[src/rtl/sc_pkg.sv]
package sc_pkg;
  localparam int ADDR_W = 8;
  localparam int DATA_W = 8;
  // Register offsets; the staging bank must end below the control offset.
  localparam logic [ADDR_W-1:0] OFS_ID    = 8'h05;
  localparam logic [ADDR_W-1:0] OFS_WBASE = 8'h40;
  localparam logic [ADDR_W-1:0] OFS_CTRL  = 8'h46;
  localparam logic [ADDR_W-1:0] OFS_RBASE = 8'h48;
  localparam logic [DATA_W-1:0] SUBTYPE   = 8'h01;
  localparam int                EN_BIT    = 7;
endpackage

[src/rtl/sc_stage_bank.sv]
module sc_stage_bank
  import sc_pkg::*;
#(
  parameter int NB = 4
) (
  input  logic                clk,
  input  logic                rst_n,
  input  logic                wr_i,
  input  logic [ADDR_W-1:0]   addr_i,
  input  logic [DATA_W-1:0]   wdata_i,
  output logic [NB*DATA_W-1:0] stage_o,
  output logic                commit_o,
  output logic [NB*DATA_W-1:0] load_o
);
  localparam int W = NB * DATA_W;

  logic [W-1:0] stage_q;
  logic [W-1:0] stage_d;

  for (genvar gi = 0; gi < NB; gi++) begin : g_byte
    logic hit;
    assign hit = wr_i && (addr_i == OFS_WBASE + ADDR_W'(gi));
    always_comb begin
      stage_d[gi*DATA_W +: DATA_W] = stage_q[gi*DATA_W +: DATA_W];
      if (hit) stage_d[gi*DATA_W +: DATA_W] = wdata_i;
    end
    if (gi == 0) begin : g_low
      assign load_o[DATA_W-1:0] = wdata_i;
    end else begin : g_up
      assign load_o[gi*DATA_W +: DATA_W] = stage_q[gi*DATA_W +: DATA_W];
    end
  end

  always_ff @(posedge clk or negedge rst_n) begin
    if (!rst_n) stage_q <= '0;
    else        stage_q <= stage_d;
  end

  assign stage_o  = stage_q;
  assign commit_o = wr_i && (addr_i == OFS_WBASE);
endmodule

[src/rtl/sc_count_core.sv]
module sc_count_core #(
  parameter int W = 32
) (
  input  logic         clk,
  input  logic         rst_n,
  input  logic         tick_i,
  input  logic         en_i,
  input  logic         commit_i,
  input  logic [W-1:0] load_i,
  output logic [W-1:0] count_o
);
  logic [W-1:0] cnt_q;
  logic [W-1:0] cnt_d;
  logic         adv;

  assign adv = en_i && tick_i;

  always_comb begin
    cnt_d = cnt_q;
    if (commit_i)  cnt_d = load_i;
    else if (adv)  cnt_d = cnt_q + W'(1);
  end

  always_ff @(posedge clk or negedge rst_n) begin
    if (!rst_n) cnt_q <= '0;
    else        cnt_q <= cnt_d;
  end

  assign count_o = cnt_q;

  AST_TICK_STEP: assert property (@(posedge clk) disable iff (!rst_n)
    (en_i && tick_i && !commit_i) |=> (count_o == $past(count_o) + W'(1)));
  AST_IDLE_HOLD: assert property (@(posedge clk) disable iff (!rst_n)
    (!(en_i && tick_i) && !commit_i) |=> $stable(count_o));
  AST_WRAP_ZERO: assert property (@(posedge clk) disable iff (!rst_n)
    (en_i && tick_i && !commit_i && (count_o == '1)) |=> (count_o == '0));
  AST_COMMIT_LOAD: assert property (@(posedge clk) disable iff (!rst_n)
    commit_i |=> (count_o == $past(load_i)));
endmodule

[src/rtl/sc_read_mux.sv]
module sc_read_mux
  import sc_pkg::*;
#(
  parameter int NB = 4
) (
  input  logic                 clk,
  input  logic                 rst_n,
  input  logic                 rd_i,
  input  logic [ADDR_W-1:0]    addr_i,
  input  logic                 en_i,
  input  logic [NB*DATA_W-1:0] stage_i,
  input  logic [NB*DATA_W-1:0] count_i,
  output logic [DATA_W-1:0]    rdata_o
);
  logic [DATA_W-1:0] sel_d;
  logic [DATA_W-1:0] rdata_q;
  logic [DATA_W-1:0] rdata_d;

  always_comb begin
    sel_d = '0;
    if (addr_i == OFS_ID)   sel_d = SUBTYPE;
    if (addr_i == OFS_CTRL) sel_d[EN_BIT] = en_i;
    for (int i = 0; i < NB; i++) begin
      if (addr_i == OFS_WBASE + ADDR_W'(i)) sel_d = stage_i[i*DATA_W +: DATA_W];
      if (addr_i == OFS_RBASE + ADDR_W'(i)) sel_d = count_i[i*DATA_W +: DATA_W];
    end
  end

  always_comb begin
    rdata_d = rdata_q;
    if (rd_i) rdata_d = sel_d;
  end

  always_ff @(posedge clk or negedge rst_n) begin
    if (!rst_n) rdata_q <= '0;
    else        rdata_q <= rdata_d;
  end

  assign rdata_o = rdata_q;

  AST_ID_VALUE: assert property (@(posedge clk) disable iff (!rst_n)
    (rd_i && (addr_i == OFS_ID)) |=> (rdata_o == SUBTYPE));
  AST_RDATA_HOLD: assert property (@(posedge clk) disable iff (!rst_n)
    !rd_i |=> $stable(rdata_o));
  AST_LOW_LIVE: assert property (@(posedge clk) disable iff (!rst_n)
    (rd_i && (addr_i == OFS_RBASE)) |=> (rdata_o == $past(count_i[DATA_W-1:0])));
endmodule

[src/rtl/sec_counter_periph.sv]
module sec_counter_periph
  import sc_pkg::*;
#(
  parameter int NB = 4
) (
  input  logic                 clk,
  input  logic                 rst_n,
  input  logic                 tick_i,
  input  logic [ADDR_W-1:0]    bus_addr_i,
  input  logic                 bus_wr_i,
  input  logic [DATA_W-1:0]    bus_wdata_i,
  input  logic                 bus_rd_i,
  output logic [DATA_W-1:0]    bus_rdata_o,
  output logic [NB*DATA_W-1:0] count_o
);
  localparam int CW = NB * DATA_W;

  logic          en_q;
  logic          en_d;
  logic [CW-1:0] stage;
  logic [CW-1:0] load;
  logic [CW-1:0] count;
  logic          commit;

  always_comb begin
    en_d = en_q;
    if (bus_wr_i && (bus_addr_i == OFS_CTRL)) en_d = bus_wdata_i[EN_BIT];
  end

  always_ff @(posedge clk or negedge rst_n) begin
    if (!rst_n) en_q <= 1'b0;
    else        en_q <= en_d;
  end

  sc_stage_bank #(.NB(NB)) i_stage (
    .clk(clk), .rst_n(rst_n), .wr_i(bus_wr_i), .addr_i(bus_addr_i),
    .wdata_i(bus_wdata_i), .stage_o(stage), .commit_o(commit), .load_o(load)
  );

  sc_count_core #(.W(CW)) i_core (
    .clk(clk), .rst_n(rst_n), .tick_i(tick_i), .en_i(en_q),
    .commit_i(commit), .load_i(load), .count_o(count)
  );

  sc_read_mux #(.NB(NB)) i_rmux (
    .clk(clk), .rst_n(rst_n), .rd_i(bus_rd_i), .addr_i(bus_addr_i),
    .en_i(en_q), .stage_i(stage), .count_i(count), .rdata_o(bus_rdata_o)
  );

  assign count_o = count;

  AST_UPPER_STAGE_ONLY: assert property (@(posedge clk) disable iff (!rst_n)
    (bus_wr_i && (bus_addr_i > OFS_WBASE) && (bus_addr_i < OFS_WBASE + ADDR_W'(NB))
     && !(en_q && tick_i)) |=> $stable(count_o));
  AST_DISABLED_FROZEN: assert property (@(posedge clk) disable iff (!rst_n)
    (!en_q && !(bus_wr_i && (bus_addr_i == OFS_WBASE))) |=> $stable(count_o));
endmodule

[config.mk]
export PLATFORM = sky130hd
export DESIGN_NAME = sec_counter_periph
export DESIGN_NICKNAME = d
export VERILOG_FILES = /design/src/rtl/sc_pkg.sv /design/src/rtl/sc_stage_bank.sv /design/src/rtl/sc_count_core.sv /design/src/rtl/sc_read_mux.sv /design/src/rtl/sec_counter_periph.sv
export SDC_FILE = /design/constraint.sdc
export NUM_CORES = 1
export LEC_CHECK = 0
export ABC_AREA = 1
export BUFFER_PORTS_ARGS = -buffer_cell sky130_fd_sc_hd__buf_2
export CORE_MARGIN = 8
export CORE_UTILIZATION = 63
export CTS_BUF_LIST = sky130_fd_sc_hd__clkbuf_8
export CTS_CLUSTER_DIAMETER = 60
export DETAILED_ROUTE_END_ITERATION = 12
export PLACE_DENSITY_LB_ADDON = 0.05
export SLEW_MARGIN = 0
export SYNTH_ARGS = -nofsm -noshare
export SYNTH_HDL_FRONTEND = slang
export SYNTH_SLANG_ARGS = --single-unit
export TNS_END_PERCENT = 100
[constraint.sdc]
create_clock -name clk -period 4.1 [get_ports clk]
set_input_delay 0.41 -clock clk [delete_from_list [all_inputs] [get_ports clk]]
set_output_delay 0.41 -clock clk [all_outputs]
set_load 0.05 [all_outputs]
==> results.cfg, run 1 <==
[run_status]
outcome = finished, final reports clean

[worst_setup_path]
slowest_delay_ps = 370
path_delay_family = simple AND/OR/NAND/NOR gates
critical_path.startpoint_type = input pin
crit_slowest_cell = nand2_1
crit_top_cell = nand2_1
cp_cell_sequence = buf_2 -> inv_1 -> nand2_1 -> nor2_2 -> buf_4 -> nand2_1 -> inv_2 -> nand2_4 -> nand2_1 -> inv_2 -> nand2_1 -> nand2_1 -> inv_1 -> nand2_1
crit_arrival_ps = 2260
setup.worst_path.class = input pin to flip-flop
critical_path.max_fanout = 31
endpoint_kind = flip-flop
crit_buf_inv = 6
required_ps = 4360

[finish]
fin_nets = 680
area_delta_synth_final_pct = 12.4
final_area_mm2 = 0.00493
post-route-util_pct = 73.0
drive_gt1_share_pct = 15.8
antenna_cells = 0
final_cells = 743

[synthesis]
synth_simple_gate_area_share_pct = 35.6
seq_area_frac_synth_pct = 41.6
synthAdderAreaFrac_pct = 0.285
ys_warn_count = 0
async_reset_ff_share_pct = 100
synth_top_area_share_pct = 41.6
yosys.area_share.xor_xnor_pct = 5.99
synth_top_family_by_area = simple AND/OR/NAND/NOR gates
avgSynthCellArea_um2 = 7.31
synthesis.nets = 622
synth_cell_types = 32
syn_area_mm2 = 0.00439
synth_compound_area_share_pct = 8.04
synthMuxAreaShare_pct = 0
ys.flop_type = dfrtp_1
synth.largest_area_cell = dfrtp_1
ys_top_cells_by_area = dfrtp_1 42%, nand2_1 17%, nand3_1 6.0%
synthCells = 600
synth.ff_latch_count = 73
synth_common_cells = 193 x nand2_1, 73 x dfrtp_1, 68 x inv_1
yosysMostFrequentCell = nand2_1
synth_edf_count = 0

[cts]
cts_root_buf = clkbuf_8
cts.path.max_buffers = 2
ctsHtreeMaxLevel = 3
cts_tree = yes
clkTransAtPathRegs_ps = 80
cts.sinks = 73
post_cts_resized = 0
ctsHoldBuffers = 0
clk_latency_ps = 370
cts_setup_buffers = 0
cts_buffers = 9

[place]
dpl-instance-area_mm2 = 0.00470
dp.cells = 727
place_congestion = 0.932
dp_hpwl_mm = 10.2
portBuffers = 60

[timing]
slew_viol_final = 0
fin_crit_sh_pct = 48.8
max_freq_mhz = 499
grt_setup_unrepaired = false
skew_ps = 10.4
tightest_slew_ps = 1020
tns_ps = 0
final_hold_viol_count = 0
finalCriticalPeriod_ps = 2000
setup_viol = 0
slew-limit-headroom_pct = 32.1

[routing]
firstDrtPassIters = 5
viasPerCell = 5.92
drtAntennaViolNets = 0
vias = 4398
drt_iter0_drc = 526
drt_wl_total_mm = 13.4
drc = 0
routedWlPerCell_um = 18.0

[power_and_ir_drop]
p_leak_uw = 0.00251
powerDensity_mw_per_mm2 = 428
ir_drop_uv = 262

[global_route]
grt_overflow = 0
antenna_found_initial = 0
grt_pass1_vias = 4163
grt_max_degree = 44
track_usage_pct = 27.9
grt_pass1_wl_mm = 21.5

[floorplan]
fp.dieW_um = 99.4
row_count = 30
core_area_mm2 = 0.00676
fp.dieH_um = 99.4
dieArea_mm2 = 0.00989
initial_core_util_pct = 64.9
io_pins = 61

[job]
drv_cap = 0

[min_path]
min_path_type = input pin to async pin
==> through the flow <==
| step | setup WS [ps] | total power [uW] | hold WS (ps) |
|---|---|---|---|
| floorplan | 2190 | 1280 | 114 |
| global placement | 1820 | 1450 | 466 |
| detailed placement | 1760 | 1460 | 469 |
| CTS | 2140 | 2110 | 231 |
| global route | 1950 | 2190 | 285 |
| finish | 2100 | 2110 | 218 |
==> area by class of cell <==
type	count	area, um^2
multi-input cells	439	2190
flip-flops and latches	73	1830
fillers	565	1820
repair buffers	62	315
inverters	73	274
clock buffers	10	138
well taps	80	100
clock inverters	6	90.1
==> kinds of logic (layout without fill, tap and decap cells) <==
logic type      after synthesis  after routing
simple gates                347            347
buf+inv                      88            151
flops                        73             73
compound gates               61             61
xor+xnor                     30             30
fa+ha+maj                     1              1
==> sequential cells by signal, summed over array words and instances (netlist names) <==
name             flops
i_stage.stage_o     32
en_q                 1
i_core.count_o      32
i_rmux.rdata_o       8
==> layer usage <==
layer  part of all wire [%]  routed length [um]  vias up  GRT usage (%)
met5                      0                   0        -              0
li1                       -                   -     2057              -
met1                     42                5600     2052           37.0
met3                     10                1380       29           6.42
met2                     45                6090      260           42.7
met4                    2.5                 338        0           12.0
==> power breakdown <==
group          switching [uW]  internal, uW
registers                 110           794
logic                     419           131
clock network             298           361
total                     827          1290
==> worst paths after layout <==
check | start | endpoint | slack, ps | cells after the start
worst max-delay path | bus_addr_i[7] | i_core.count_o[22] | 2100 | 14
worst min-delay path | rst_n | i_core.count_o[12] | 220 | 1
worst max register to register | i_core.count_o[0] | i_core.count_o[18] | 2210 | 10
worst min register to register | i_rmux.rdata_o[3] | i_rmux.rdata_o[3] | 480 | 2
max in group asynchronous | rst_n | i_stage.stage_o[19] | 2900 | 2
min in group clk | bus_wdata_i[3] | i_stage.stage_o[3] | 290 | 3
==> cells in the final DEF (no fill, tap or decap) <==
cell type,synthesis,routed
xor2_1,23,23
bufinv_16,0,2
nand2_4,2,2
buf_4,4,2
nor2_2,2,2
or2_2,1,1
a21oi_1,7,7
clkinv_2,0,1
o22ai_1,1,1
nor3_4,1,1
nand4_1,14,14
dfrtp_1,73,73
inv_2,5,5
xnor2_1,7,7
nand2_2,4,4
clkinvlp_4,0,1
inv_1,68,68
nand3_1,53,53
nand2_1,193,193
o221ai_1,7,7
nor4_1,1,1
ha_1,1,1
nor2_4,4,4
nand3b_1,1,1
o211ai_1,8,8
nand4_2,1,1
nor2_1,49,49
inv_6,0,1
buf_2,3,60
clkbuf_8,0,10
o21ai_0,38,38
clkinv_4,0,1
nand3_2,2,2
nor3_1,14,14
nor4_2,2,2
nor3_2,3,3
No activity file was read; power rests on OpenSTA's default activity.
==> inputs of run 2 (changes only) <==
CORE_UTILIZATION = 60   (was 63)
clock period = 2.1 ns   (was 4.1 ns; I/O delays follow)
==> results.cfg, run 2 (synthesis results as in run 1) <==
[run_status]
outcome = finished, final reports clean

[min_path]
whs_path_depth = 3
min_to = i_stage.stage_o[3]
min_path_type = input pin to flip-flop
hold_start = bus_wdata_i[3]

[timing]
tns_ps = 0
skew_ps = 8.93
final_hold_viol_count = 0
finalCriticalPeriod_ps = 1820
grt_setup_unrepaired = false
slew-limit-headroom_pct = 61.7
fin_crit_sh_pct = 86.5
worst_slack_ps = 284
setup_viol = 0
max_freq_mhz = 551
tightest_slew_ps = 572
slew_viol_final = 0

[job]
drv_cap = 0

[worst_setup_path]
crit_buf_inv = 0
cp_cell_sequence = ha_1 -> nand3_2 -> nor2_4 -> nand2_2 -> nor2_4 -> nand2_2 -> nor3_2 -> xor2_1 -> nand2_1 -> nand2_1
r2r_setup_slack_ps = 280
setup.worst_path.class = flip-flop to flip-flop
critical_path.startpoint_type = flip-flop
slowest_delay_ps = 480
reg2reg_from = i_core.count_o[0]
crit_arrival_ps = 2110
r2r_end = i_core.count_o[22]
crit_slowest_cell = dfrtp_1
endpoint_kind = flip-flop
path_delay_family = simple AND/OR/NAND/NOR gates
required_ps = 2400
worstRegToRegCells = 10
critical_path.max_fanout = 6

[finish]
drive_gt1_share_pct = 16.3
mostFrequentLayoutCell = nand2_1
antenna_cells = 0
final_cell_mix = 193 x nand2_1, 73 x dfrtp_1, 68 x inv_1, 59 x buf_2, 53 x nand3_1
fin_nets = 685
post-route-util_pct = 69.2
area_delta_synth_final_pct = 13.2

[floorplan]
fp.dieW_um = 102
fp.dieH_um = 102
io_pins = 61
row_count = 31
initial_core_util_pct = 61.1
core_area_mm2 = 0.00718
dieArea_mm2 = 0.0103

[global_route]
antenna_found_initial = 0
grt_pass1_wl_mm = 21.9
grt_overflow = 0
track_usage_pct = 28.1
grt_pass1_vias = 4235
grt_max_degree = 74

[place]
place_congestion = 0.927
dp_slack_ps = 191
portBuffers = 60
dp_hpwl_mm = 10.3

[routing]
vias = 4390
routedWlPerCell_um = 17.9
drtAntennaViolNets = 0
dr_wl_met3_mm = 1.60
viasPerCell = 5.72
wl_met1_mm = 5.58
highest_layer = met4
drt_iter0_drc = 436
dr_wl_met2_mm = 6.26
drt_wl_total_mm = 13.8
firstDrtPassIters = 5
drc = 0

[cts]
cts_setup_buffers = 0
clkTransAtPathRegs_ps = 90
post_cts_resized = 0
cts_tree = yes
cts.sinks = 73
ctsHtreeMaxLevel = 3
cts_buffers = 9
clk_latency_ps = 360
cts.path.max_buffers = 2
cts_root_buf = clkbuf_8

[power_and_ir_drop]
p_leak_uw = 0.00252
powerDensity_mw_per_mm2 = 788
ir_drop_uv = 565
-- run 2: cell type report --
type | instances | area, um^2
Inverter | 73 | 274
Clock inverter | 7 | 60.1
Sequential cell | 73 | 1830
Multi-Input combinational cell | 439 | 2190
Fill cell | 648 | 2210
Clock buffer | 9 | 124
Tap cell | 99 | 124
Timing Repair Buffer | 67 | 370
-- run 2: timing repair --
action,4_1_cts,5_1_grt
endpoints found under the hold margin,73,0
endpoints found under the setup margin,0,0
hold buffers,1,0
-- run 2: worst min-delay path: cells and delay by family --
kind | cells | cell delay [ps]
and+or+nand+nor | 2 | 130
buffers and inverters | 1 | 100
-- run 2: power breakdown --
group          internal [uW]  switching, uW  leakage, uW
combinational            261            797      0.00146
clock                    448            633    0.0000908
sequential              1550            226     0.000970
-- run 2: worst max-delay path by stage --
stage	startpoint	to	cells past startpoint
floorplan	i_core.count_o[0]	i_core.count_o[22]	10
global placement	bus_addr_i[7]	i_core.count_o[17]	10
detailed placement	bus_addr_i[7]	i_core.count_o[17]	10
CTS	i_core.count_o[0]	i_core.count_o[22]	10
global route	i_core.count_o[0]	i_core.count_o[18]	10
finish	i_core.count_o[0]	i_core.count_o[22]	10
-- run 2: through the flow --
step / hold WS [ps] / area (um^2) / instances / power (uW)
2_1_floorplan: -85.6 / 4390 / 600 / 2500
3_3_place_gp: 253 / 4770 / 750 / 2840
3_5_place_dp: 259 / 4770 / 750 / 2840
4_1_cts: 101 / 4970 / 767 / 3910
5_1_grt: 103 / 4970 / 767 / 4080
6_report: 107 / 4970 / 767 / 3910
-- run 2: layer usage --
metal  vias up  track usage [%]
li1       2053                -
met1      2056             36.5
met2       249             43.6
met3        32             8.04
met4         0             9.39
met5         -                0
